**config.mk**
```make
export PLATFORM = sky130hd
export DESIGN_NAME = temp_scratchpad
export DESIGN_NICKNAME = d
export VERILOG_FILES = /design/src/rtl/temp_scratchpad.sv
export SDC_FILE = /design/constraint.sdc
export NUM_CORES = 1
export LEC_CHECK = 0
export ABC_CLOCK_PERIOD_IN_PS = 2000
export BUFFER_PORTS_ARGS = -buffer_cell sky130_fd_sc_hd__buf_2
export CAP_MARGIN = 10
export CORE_UTILIZATION = 51
export CTS_BUF_LIST = sky130_fd_sc_hd__clkbuf_16
export DETAILED_ROUTE_END_ITERATION = 8
export GPL_ROUTABILITY_DRIVEN = 0
export PLACE_DENSITY = 0.79
export SLEW_MARGIN = 15
export SYNTH_ARGS = -nofsm -noshare
export SYNTH_HDL_FRONTEND = slang
export SYNTH_SLANG_ARGS = --single-unit
```
**constraint.sdc**
```tcl
create_clock -name clk -period 2 [get_ports clk]
set_input_delay 0 -clock clk [delete_from_list [all_inputs] [get_ports clk]]
set_output_delay 0 -clock clk [all_outputs]
set_load 0.02 [all_outputs]
```
**src/rtl/temp_scratchpad.sv**
```systemverilog
module temp_scratchpad #(
  parameter logic [7:0] HI_RESET = 8'h7F,
  parameter logic [7:0] LO_RESET = 8'h80
) (
  input  logic        clk,
  input  logic        rst_n,
  input  logic        meas_valid,
  input  logic [11:0] meas_raw,
  input  logic        hi_we,
  input  logic        lo_we,
  input  logic        cfg_we,
  input  logic [7:0]  wr_data,
  input  logic [2:0]  rd_addr,
  output logic [7:0]  rd_data,
  output logic [15:0] temp_word,
  output logic        alarm
);
  logic [1:0]  res_q;
  logic [7:0]  hi_q, lo_q;
  logic [15:0] temp_q;
  logic        alarm_q;
  logic [11:0] keep_mask;
  logic [11:0] masked;
  logic        over, under;

  always_comb begin
    case (res_q)
      2'b00:   keep_mask = 12'hFF8;
      2'b01:   keep_mask = 12'hFFC;
      2'b10:   keep_mask = 12'hFFE;
      default: keep_mask = 12'hFFF;
    endcase
  end

  assign masked = meas_raw & keep_mask;
  assign over   = $signed(meas_raw[11:4]) > $signed(hi_q);
  assign under  = $signed(meas_raw[11:4]) < $signed(lo_q);

  always_ff @(posedge clk or negedge rst_n) begin
    if (!rst_n) begin
      res_q   <= 2'b11;
      hi_q    <= HI_RESET;
      lo_q    <= LO_RESET;
      temp_q  <= 16'h0000;
      alarm_q <= 1'b0;
    end else begin
      if (cfg_we) res_q <= wr_data[6:5];
      if (hi_we)  hi_q  <= wr_data;
      if (lo_we)  lo_q  <= wr_data;
      if (meas_valid) begin
        temp_q  <= {{4{masked[11]}}, masked};
        alarm_q <= over | under;
      end
    end
  end

  always_comb begin
    case (rd_addr)
      3'd0:    rd_data = temp_q[7:0];
      3'd1:    rd_data = temp_q[15:8];
      3'd2:    rd_data = hi_q;
      3'd3:    rd_data = lo_q;
      3'd4:    rd_data = {1'b0, res_q, 5'h1F};
      default: rd_data = 8'h00;
    endcase
  end

  assign temp_word = temp_q;
  assign alarm     = alarm_q;
endmodule


```
==> impl_metrics.csv, run 1 <==
group,metric,value,unit
sta,drv_slew,0,
sta,fin_setup_tns,0,ns
floorplan,core-area,3390,sq um
layout,final_layout_size_suffix_gt1_share,32.3,%
sta,setup_viol,0,
grt,grt.total_usage,25.6,%
worst_setup_path,critPathKind,"reg2reg",
cts,cts_htree_levels,2,
worst_setup_path,path_common_cell,"o211ai_1",
layout,area_delta_synth_final,28.4,%
routing,drc_errors,0,
worst_setup_path,crit_arrival,1.82,ns
yosys,post_synth_main_area_contributors,"dfrtp_1 (29%), dfstp_2 (14%), ha_1 (10%)",
yosys,ys_types,31,
sta,maxSlewHeadroom,54.6,%
floorplan,initial_core_util,54.3,%
routing,routed-via-count,1614,
yosys,synthCells,192,
routing,drt_iter0_markers,96,
cts,postCtsSetupBuffers,0,
worst_setup_path,crit_fanout,3,
cts,clock_sinks,31,
sta,fmax,0.595,GHz
worst_setup_path,cp.required,2.14,ns
pwr,peakVddDrop,652,uV
yosys,synth.top_cell.area_share,28.5,%
grt,overflow,0,
floorplan,die-area,3860,sq um
worst_setup_path,critPathSlowestCell,"dfstp_2",
sta,tightest_slew,0.680,ns
routing,drtAntennaViolNets,0,
routing,drt-total-wl,4440,um
routing,drt-pass1-iter-count,4,
placement,portBuffers,53,
cts,cts_inserted_buffers,5,
yosys,synth_area_per_cell,9.59,sq um
worst_setup_path,end_kind,"register",
worst_hold_path,holdCritPathClass,"in2reg",
grt,grt_pass1_wl,6800,um
yosys,ys_seq_elements,31,
floorplan,fp-row-count,21,
cts,cts_root_buffer,"clkbuf_16",
sta,finalHoldViolations,0,
sta,min_period,1.68,ns
outcome,status,"finished clean",
yosys,yosysWarningCount,0,
sta,fin_crit_sh,84.0,%
cts,cts_tree,"done",
layout,nets,297,
worst_setup_path,path_cells,"inv_1, ha_1, nor2b_1, o211ai_1, a21oi_1, a211oi_1, o211ai_1",
floorplan,io_pins,54,
sta,rsz0062_at_grt,"no",
layout,final_cell_mix,"buf_2 (53), o21ai_0 (28), inv_1 (25)",
floorplan,die_y,62.1,um
grt,grt_max_degree,32,
worst_setup_path,cpLargestDelayFamily,"compound AO/OA/AOI/OAI gates",
routing,wl_per_cell,14.8,um
grt,antenna_found_initial,0,
grt,grt_pass1_vias,1482,
sta,hold_ws,0.00663,ns
routing,viasPerCell,5.38,
yosys,netlist_area,1840,sq um
run,maxCapViolCount,0,
yosys,yosysSeqAreaShare,42.8,%
worst_setup_path,crit_path_max_incr_delay,0.51,ns
sta,skew,0.00425,ns
cts,clk_pin_slew,0.05,ns
cts,insertion_delay,0.28,ns
yosys,syn-num-nets,236,
worst_setup_path,critPathLaunchType,"register",
cts,cts_buffer_depth,2,
floorplan,fp.dieW,62.1,um
pwr,power_density,795,nW/um^2
layout,diodes,0,
layout,final_common_cell,"buf_2",
worst_setup_path,cp_num_buf_inv,1,
yosys,yosys.area.top_type,"dfrtp_1",
placement,hpwl,3130,um
pwr,power_leakage,1.16,nW
synth_stat cells, drive strengths merged:
master	instances
o221ai	1
nand4	4
inv	23
o21ai	28
o22a	1
ha	15
nand3	1
a31oi	1
o22ai	5
buf	10
nand2	19
mux4	1
clkbuf	3
a21o	2
mux2	11
dfstp	10
a22oi	2
nand2b	3
a211o	1
o31ai	2
o211ai	4
nor2b	3
dfrtp	21
o31a	2
mux2i	5
a211oi	1
a21oi	5
nor2	8
worst paths after layout:
path                       slack, ns  cells after the start        start            to
max reg2reg                     0.32                      7      hi_q[1]         alarm
min                            0.007                      2  meas_raw[9]  temp_word[9]
max                             0.32                      7      hi_q[1]         alarm
min in group asynchronous       0.30                      2        rst_n  temp_word[3]
min reg2reg                     0.52                      2      lo_q[7]       lo_q[7]
max in group asynchronous       1.26                      2        rst_n  temp_word[9]
per-stage QoR:
stage | worst slack, ns | instances | cell area, sq um | power (W) | utilization [%]
final | 0.320 | 300 | 2360 | 0.00188 | 69.8
after global routing | 0.238 | 300 | 2360 | 0.00198 | 69.8
after CTS | 0.321 | 299 | 2350 | 0.00188 | 69.5
after detailed placement | 0.372 | 278 | 2090 | 0.00116 | 61.6
after global placement | 0.431 | 278 | 2090 | 0.00115 | 61.6
after floorplan | 0.467 | 192 | 1840 | 0.00102 | -
metal layers:
| layer | track usage (%) | vias to the layer above | share of wire [%] |
|---|---|---|---|
| li1 | - | 787 | - |
| met1 | 32.8 | 760 | 43 |
| met2 | 39.8 | 56 | 49 |
| met3 | 8.49 | 11 | 6.0 |
| met4 | 10.2 | 0 | 2.8 |
| met5 | 0 | - | 0 |
cell type report:
class	count	area [sq um]
Clock buffer	5	125
Clock inverter	3	12.5
Fill cell	272	1020
Inverter	23	86.3
Multi-Input combinational cell	125	890
Sequential cell	31	788
Tap cell	46	57.6
Timing Repair Buffer	67	405
timing repair:
| action | in CTS | in global routing |
|---|---|---|
| hold buffers | 13 | 1 |
| gates resized for setup | 0 | 0 |
| endpoints found under the hold margin | 40 | 1 |
report_power, final:
group	internal [W]	total, W	leakage, nW	switching (W)
Combinational	0.000183	0.000434	0.731	0.000251
Clock	0.000448	0.000701	0.0762	0.000253
Sequential	0.000703	0.000744	0.358	0.0000411
sequential cells by signal, indices dropped and copies added, names as in the netlist:
| signal | cells |
|---|---|
| alarm | 1 |
| lo_q | 8 |
| temp_word | 12 |
| hi_q | 8 |
| res_q | 2 |
kinds of logic after synthesis:
group	after synthesis	synth area share, %
flops	31	42.8
mux	17	10.7
simple gates	38	9.58
buf+inv	36	8.90
compound gates	55	17.9
fa+ha+maj	15	10.2
Note: power is estimated with default switching activity, not from simulation.
==> run 2, diff against run 1 <==
--- a/config.mk
+++ b/config.mk
@@ -5,14 +5,14 @@
 export SDC_FILE = /design/constraint.sdc
 export NUM_CORES = 1
 export LEC_CHECK = 0
-export ABC_CLOCK_PERIOD_IN_PS = 2000
+export ABC_CLOCK_PERIOD_IN_PS = 1450
 export BUFFER_PORTS_ARGS = -buffer_cell sky130_fd_sc_hd__buf_2
 export CAP_MARGIN = 10
-export CORE_UTILIZATION = 51
+export CORE_UTILIZATION = 46
 export CTS_BUF_LIST = sky130_fd_sc_hd__clkbuf_16
 export DETAILED_ROUTE_END_ITERATION = 8
 export GPL_ROUTABILITY_DRIVEN = 0
-export PLACE_DENSITY = 0.79
+export PLACE_DENSITY = 0.75
 export SLEW_MARGIN = 15
 export SYNTH_ARGS = -nofsm -noshare
 export SYNTH_HDL_FRONTEND = slang
==> constraint.sdc (replaced) <==
create_clock -name clk -period 1.45 [get_ports clk]
set_input_delay 0 -clock clk [delete_from_list [all_inputs] [get_ports clk]]
set_output_delay 0 -clock clk [all_outputs]
set_load 0.02 [all_outputs]
==> run 2 against run 1 <==
  * The run now ends with negative setup slack left
  * Clock skew shrank 0.0017 ns
  * Core utilization shrank 3.6 points
  * Setup slack lost 0.41 ns
  * Hold slack lost 0.0035 ns
  * Via count grew 1.8%
  * Register-to-register slack lost 0.41 ns
  * Clock power grew 40%
  * Routed wire length grew 2.4%
  * Global-route usage shrank 1.7 points
  * Critical endpoint unchanged
==> impl_metrics.csv, run 2 (synthesized netlist as in run 1, its figures left out) <==
group,metric,value,unit
pwr,power_leakage,1.20,nW
floorplan,die-area,4260,sq um
worst_setup_path,critPathSlowestCell,"dfstp_2",
outcome,status,"finished, violations left",
sta,hold_ws,0.00309,ns
floorplan,fp-row-count,22,
worst_hold_path,holdCritPathClass,"in2reg",
sta,skew,0.00259,ns
sta,maxSlewHeadroom,53.8,%
routing,routed-via-count,1643,
sta,rsz0062_at_grt,"yes",
pwr,total_power,0.00265,W
cts,cts_inserted_buffers,5,
routing,drc_errors,0,
layout,final_layout_size_suffix_gt1_share,36.9,%
floorplan,core-area,3740,sq um
floorplan,initial_core_util,49.2,%
pwr,power_density,1070,nW/um^2
sta,drv_slew,0,
routing,drt-pass1-iter-count,4,
layout,final_area,2480,sq um
outcome,violations,"negative setup slack",
worst_setup_path,cp_num_buf_inv,1,
grt,grt.total_usage,23.8,%
cts,cts_buffer_depth,2,
layout,multi_input_area,923,sq um
layout,final_common_cell,"buf_2",
pwr,peakVddDrop,562,uV
grt,grt_max_degree,32,
cts,insertion_delay,0.28,ns
floorplan,die_y,65.3,um
layout,largest_reg_flops,12,
worst_setup_path,end_kind,"register",
worst_setup_path,crit_arrival,1.69,ns
routing,wl_per_cell,14.8,um
layout,nets,303,
layout,diodes,0,
sta,setup_viol,3,
floorplan,io_pins,54,
placement,place_area,2110,sq um
placement,hpwl,3250,um
layout,area_delta_synth_final,34.5,%
layout,ff_latch_area,790,sq um
sta,layout_setup_ws,-0.0882,ns
sta,min_period,1.54,ns
worst_setup_path,cp.required,1.60,ns
grt,grt_pass1_wl,7500,um
worst_setup_path,critPathLaunchType,"register",
worst_setup_path,critPathKind,"reg2reg",
routing,viasPerCell,5.33,
layout,fillers,321,
sta,tightest_slew,0.693,ns
layout,postLayoutCoreUtil,66.2,%
worst_setup_path,path_common_cell,"o211ai_1",
worst_setup_path,crit_fanout,3,
cts,cts_tree,"done",
grt,overflow,0,
worst_setup_path,crit_path_max_incr_delay,0.52,ns
cts,clk_pin_slew,0.05,ns
worst_setup_path,path_cells,"inv_2, ha_4, nor2b_1, o211ai_1, a21oi_1, a211oi_1, o211ai_1",
routing,drtAntennaViolNets,0,
sta,fin_crit_sh,106,%
placement,portBuffers,53,
cts,cts_root_buffer,"clkbuf_16",
sta,finalHoldViolations,0,
cts,clock_sinks,31,
routing,drt-total-wl,4550,um
floorplan,fp.dieW,65.3,um
layout,final_cell_mix,"buf_2 (49), o21ai_0 (26), inv_1 (20), dfrtp_1 (20), nand2_1 (19)",
sta,fmax,0.650,GHz
worst_setup_path,cpLargestDelayFamily,"flip-flops",
run,maxCapViolCount,0,
grt,antenna_found_initial,0,
placement,place_ws,-0.175,ns
cts,cts_htree_levels,2,
routing,drt_iter0_markers,77,
grt,grt_pass1_vias,1577,
## run 2: cell types whose count changed in the layout (fill, tap and decap cells not counted), sizes merged
cell,change
clkinv,+1
inv,-1
dlygate4sd3,+2
buf,+4
## run 2: tightest hold or removal path, cell delays in order
cell,delay [ns]
buf_2,0.11
nand2_1,0.05
o21ai_0,0.07
## run 2: power by group
part / internal, W / switching [W] / total (W) / leakage, nW
logic: 0.000286 / 0.000362 / 0.000648 / 0.767
clock network: 0.000619 / 0.000361 / 0.000979 / 0.0724
registers: 0.000971 / 0.0000555 / 0.00103 / 0.356
## run 2: metal layers
layer	track usage, %	vias to the layer above	share of wire, %
met5	0	-	0
met4	9.24	0	1.7
met3	4.69	8	6.2
met2	37.5	63	47
met1	32.2	769	45
li1	-	803	-
## run 2: per-stage QoR
stage	instances	TNS [ns]
floorplan	192	-0.0825
finish	308	-0.133
detailed placement	283	-0.175
CTS	307	-0.139
global placement	283	-0.137
global route	308	-0.416
## run 2: layout make-up
type / instances / area share [%]
multi-input combinational: 125 / 37.3
timing repair buffer: 73 / 19.4
clock buffer: 5 / 5.05
inverter: 23 / 3.48
sequential: 31 / 31.9
tap: 48 / 2.42
clock inverter: 3 / 0.505
## run 2: what timing repair did
item / in CTS / in global routing
hold buffers: 16 / 0
endpoints found under the hold margin: 45 / 0
cloned: 0 / 0
buffers inserted: 0 / 1
resized for setup: 12 / 9
endpoints found under the setup margin: 6 / 6
pin swaps: 4 / 7
## run 2: final timing paths
kind                                  to  cells after the start    startpoint  slack [ns]
setup / recovery                   alarm                      7       hi_q[1]       -0.09
hold / removal             temp_word[11]                      3  meas_raw[11]       0.003
setup reg to reg                   alarm                      7       hi_q[1]       -0.09
hold reg to reg                  hi_q[6]                      2       hi_q[6]        0.52
max in group asynchronous  temp_word[11]                      2         rst_n        0.65
min in group asynchronous   temp_word[4]                      2         rst_n        0.31
==> run 3, diff against run 2 <==
--- a/config.mk
+++ b/config.mk
@@ -5,6 +5,7 @@
 export SDC_FILE = /design/constraint.sdc
 export NUM_CORES = 1
 export LEC_CHECK = 0
+export ABC_AREA = 1
 export ABC_CLOCK_PERIOD_IN_PS = 1450
 export BUFFER_PORTS_ARGS = -buffer_cell sky130_fd_sc_hd__buf_2
 export CAP_MARGIN = 10
==> run 3 against run 2 <==
  * The flow still finishes with violations (negative setup slack)
  * Non-clock buffer count up 7
  * Fmax grew 2.5%
  * Routed wire length increased by 12%
  * Largest cell class unchanged
  * Combinational power grew 9.4%
  * Synthesized area is essentially flat
  * Die area hardly changed
  * Global-route usage is 2.7 points higher
  * Design area up 4.7%
  * Count of clock-buffer cells in the layout is the same
  * Clock skew is 0.0013 ns lower
==> impl_metrics.csv, run 3 <==
group,metric,value,unit
outcome,status,"finished, violations left",
outcome,violations,"negative setup slack",
floorplan,die-area,4260,sq um
sta,fin_crit_sh,103,%
worst_setup_path,ff2ff_path_depth,10,
layout,area_delta_synth_final,40.9,%
worst_setup_path,critPathSlowestCell,"dfstp_2",
cts,cts_htree_levels,2,
worst_setup_path,startpoint,"lo_q[7]",
layout,final_common_cell,"nand2_1",
grt,grt.total_usage,26.6,%
yosys,ys_seq_elements,31,
cts,cts_root_buffer,"clkbuf_16",
grt,grt_pass1_vias,1731,
sta,maxSlewHeadroom,53.6,%
worst_setup_path,cp_num_buf_inv,1,
worst_setup_path,end_kind,"register",
placement,placed_cells_incl_taps,333,
yosys,synth_edf_count,0,
cts,insertion_delay,0.27,ns
worst_setup_path,crit_arrival,1.67,ns
yosys,async_reset_ff_share,100,%
sta,fmax,0.667,GHz
sta,finalHoldViolations,0,
sta,min_period,1.50,ns
layout,nets,351,
yosys,synthCells,228,
routing,drc_errors,0,
routing,wl_per_cell,14.3,um
layout,fillers,307,
worst_setup_path,r2r_setup_slack,-0.05,ns
cts,clk_pin_slew,0.05,ns
sta,rsz0062_at_grt,"yes",
floorplan,core-area,3740,sq um
floorplan,io_pins,54,
floorplan,die_y,65.3,um
cts,cts_buffer_depth,2,
worst_setup_path,cp-endpoint,"alarm",
grt,antenna_found_initial,0,
placement,portBuffers,53,
pwr,total_power,0.00271,W
yosys,synth_area_per_cell,8.07,sq um
worst_hold_path,holdCritPathClass,"in2reg",
floorplan,fp.dieW,65.3,um
yosys,ys_types,28,
worst_setup_path,critPathKind,"reg2reg",
yosys,synth_most_common_cell,"nand2_1",
routing,drt-total-wl,5080,um
pwr,peakVddDrop,754,uV
yosys,yosysSeqAreaShare,42.8,%
worst_setup_path,cp.required,1.62,ns
floorplan,fp-row-count,22,
sta,setup_viol,1,
layout,largest_reg_flops,12,
pwr,power_leakage,1.35,nW
cts,cts_inserted_buffers,5,
worst_hold_path,worstHoldStart,"meas_raw[8]",
layout,final_cell_mix,"nand2_1 (70), buf_2 (52), inv_1 (27)",
grt,grt_max_degree,32,
layout,postLayoutCoreUtil,69.3,%
cts,cts_tree,"done",
worst_setup_path,path_cells,"inv_2, ha_4, nand2_1, o21a_1, nand2_1, nand2_1, nand2_1, nand2_1, nand2_1, nand2_1",
worst_setup_path,reg2reg_to,"alarm",
layout,diodes,0,
worst_setup_path,path_common_cell,"nand2_1",
yosys,yosys.area.top_type,"dfrtp_1",
yosys,ys_top_cells_by_count,"nand2_1 (72), inv_1 (33), o21ai_0 (24)",
routing,drt-pass1-iter-count,4,
routing,drtAntennaViolNets,0,
worst_setup_path,crit_fanout,3,
yosys,synth_ff_type,"dfrtp_1",
worst_setup_path,cpLargestDelayFamily,"flip-flops",
yosys,netlist_area,1840,sq um
layout,final_layout_size_suffix_gt1_share,37.0,%
grt,overflow,0,
sta,layout_setup_ws,-0.0501,ns
cts,clock_sinks,31,
worst_setup_path,worstReg2RegStart,"lo_q[7]",
worst_setup_path,cp.depth,10,
routing,drt_iter0_markers,189,
worst_setup_path,crit_path_max_incr_delay,0.53,ns
sta,drv_slew,0,
yosys,synth.top_cell.area_share,28.6,%
pwr,power_density,1040,nW/um^2
layout,layout.cells.non_filler,356,
run,maxCapViolCount,0,
placement,hpwl,3790,um
routing,routed-via-count,1807,
sta,tightest_slew,0.696,ns
yosys,syn-num-nets,272,
grt,grt_pass1_wl,8270,um
sta,skew,0.00127,ns
yosys,post_synth_main_area_contributors,"dfrtp_1 (29%), nand2_1 (15%), dfstp_2 (14%)",
worst_setup_path,critPathLaunchType,"register",
yosys,yosysWarningCount,0,
floorplan,initial_core_util,49.2,%
routing,viasPerCell,5.08,
-- run 3: cell types whose count changed after synthesis, sizes merged, moves of 3 or more --
cell     delta
mux2i       -5
buf         -6
nand3       +5
o2111ai     +3
nand4       -3
o21ai       -3
nand2      +54
mux2        -8
inv        +13
nand2b      -3
nor2b       -3
o22ai       -4
-- run 3: worst min-delay path by stage --
stage	endpoint	cells after the start	slack (ns)
3_5_place_dp	temp_word[7]	1	0.09
4_1_cts	temp_word[6]	3	0.004
6_report	temp_word[8]	3	0.002
3_3_place_gp	lo_q[3]	1	0.09
2_1_floorplan	alarm	0	-0.30
5_1_grt	temp_word[8]	3	0.007
-- run 3: per-layer routing --
layer  global-route usage, %  up-vias  wire length, um
met2                    43.2       64             2390
met3                    5.38        8              324
met5                       0        -                0
met1                    35.0      840             2270
met4                    9.51        0               93
li1                        -      895                -
-- run 3: logic make-up after synthesis --
kind of cell / share of synthesized area, %
AO/OA/AOI/OAI: 15.4
adder cells (fa/ha/maj): 10.2
buffers and inverters: 9.79
flip-flops: 42.8
AND/OR/NAND/NOR: 19.9
multiplexers: 1.84
-- run 3: cell type report --
cell class	instances	area [sq um]	area share, %
multi-input cells	153	966	37.2
clock buffers	5	125	4.82
flip-flops and latches	31	788	30.4
inverters	36	135	5.21
well taps	48	60.1	2.32
repair buffers	80	507	19.5
clock inverters	3	12.5	0.482
-- run 3: worst register-to-register path, cell delays in order, from the launching register on --
cell	delay, ns
dfstp_2	0.53
inv_2	0.05
ha_4	0.27
nand2_1	0.06
o21a_1	0.18
nand2_1	0.06
nand2_1	0.04
nand2_1	0.06
nand2_1	0.05
nand2_1	0.05
nand2_1	0.04
-- run 3: timing repair --
action,CTS,global route
endpoints found under the setup margin,1,2
buffers inserted,1,1
hold buffers,13,0
hold endpoints to repair,41,0
resized for setup,4,8
pin swaps,6,2
-- run 3: report_power, final --
group          internal, W  leakage (nW)  total (W)  switching, W
clock network     0.000618        0.0762   0.000970      0.000352
logic             0.000299         0.910   0.000709      0.000410
registers         0.000968         0.362    0.00103     0.0000594
total              0.00189          1.35    0.00271      0.000821
-- run 3: per-stage QoR --
| step | setup WS (ns) | setup TNS, ns | hold slack (ns) | cell area (sq um) |
|---|---|---|---|---|
| 4_1_cts | -0.0542 | -0.0542 | 0.00393 | 2550 |
| 3_5_place_dp | -0.0809 | -0.0809 | 0.0873 | 2260 |
| 5_1_grt | -0.194 | -0.194 | 0.00676 | 2590 |
| 6_report | -0.0501 | -0.0501 | 0.00248 | 2590 |
| 2_1_floorplan | 0.00319 | 0 | -0.296 | 1890 |
| 3_3_place_gp | -0.0462 | -0.0462 | 0.0860 | 2260 |
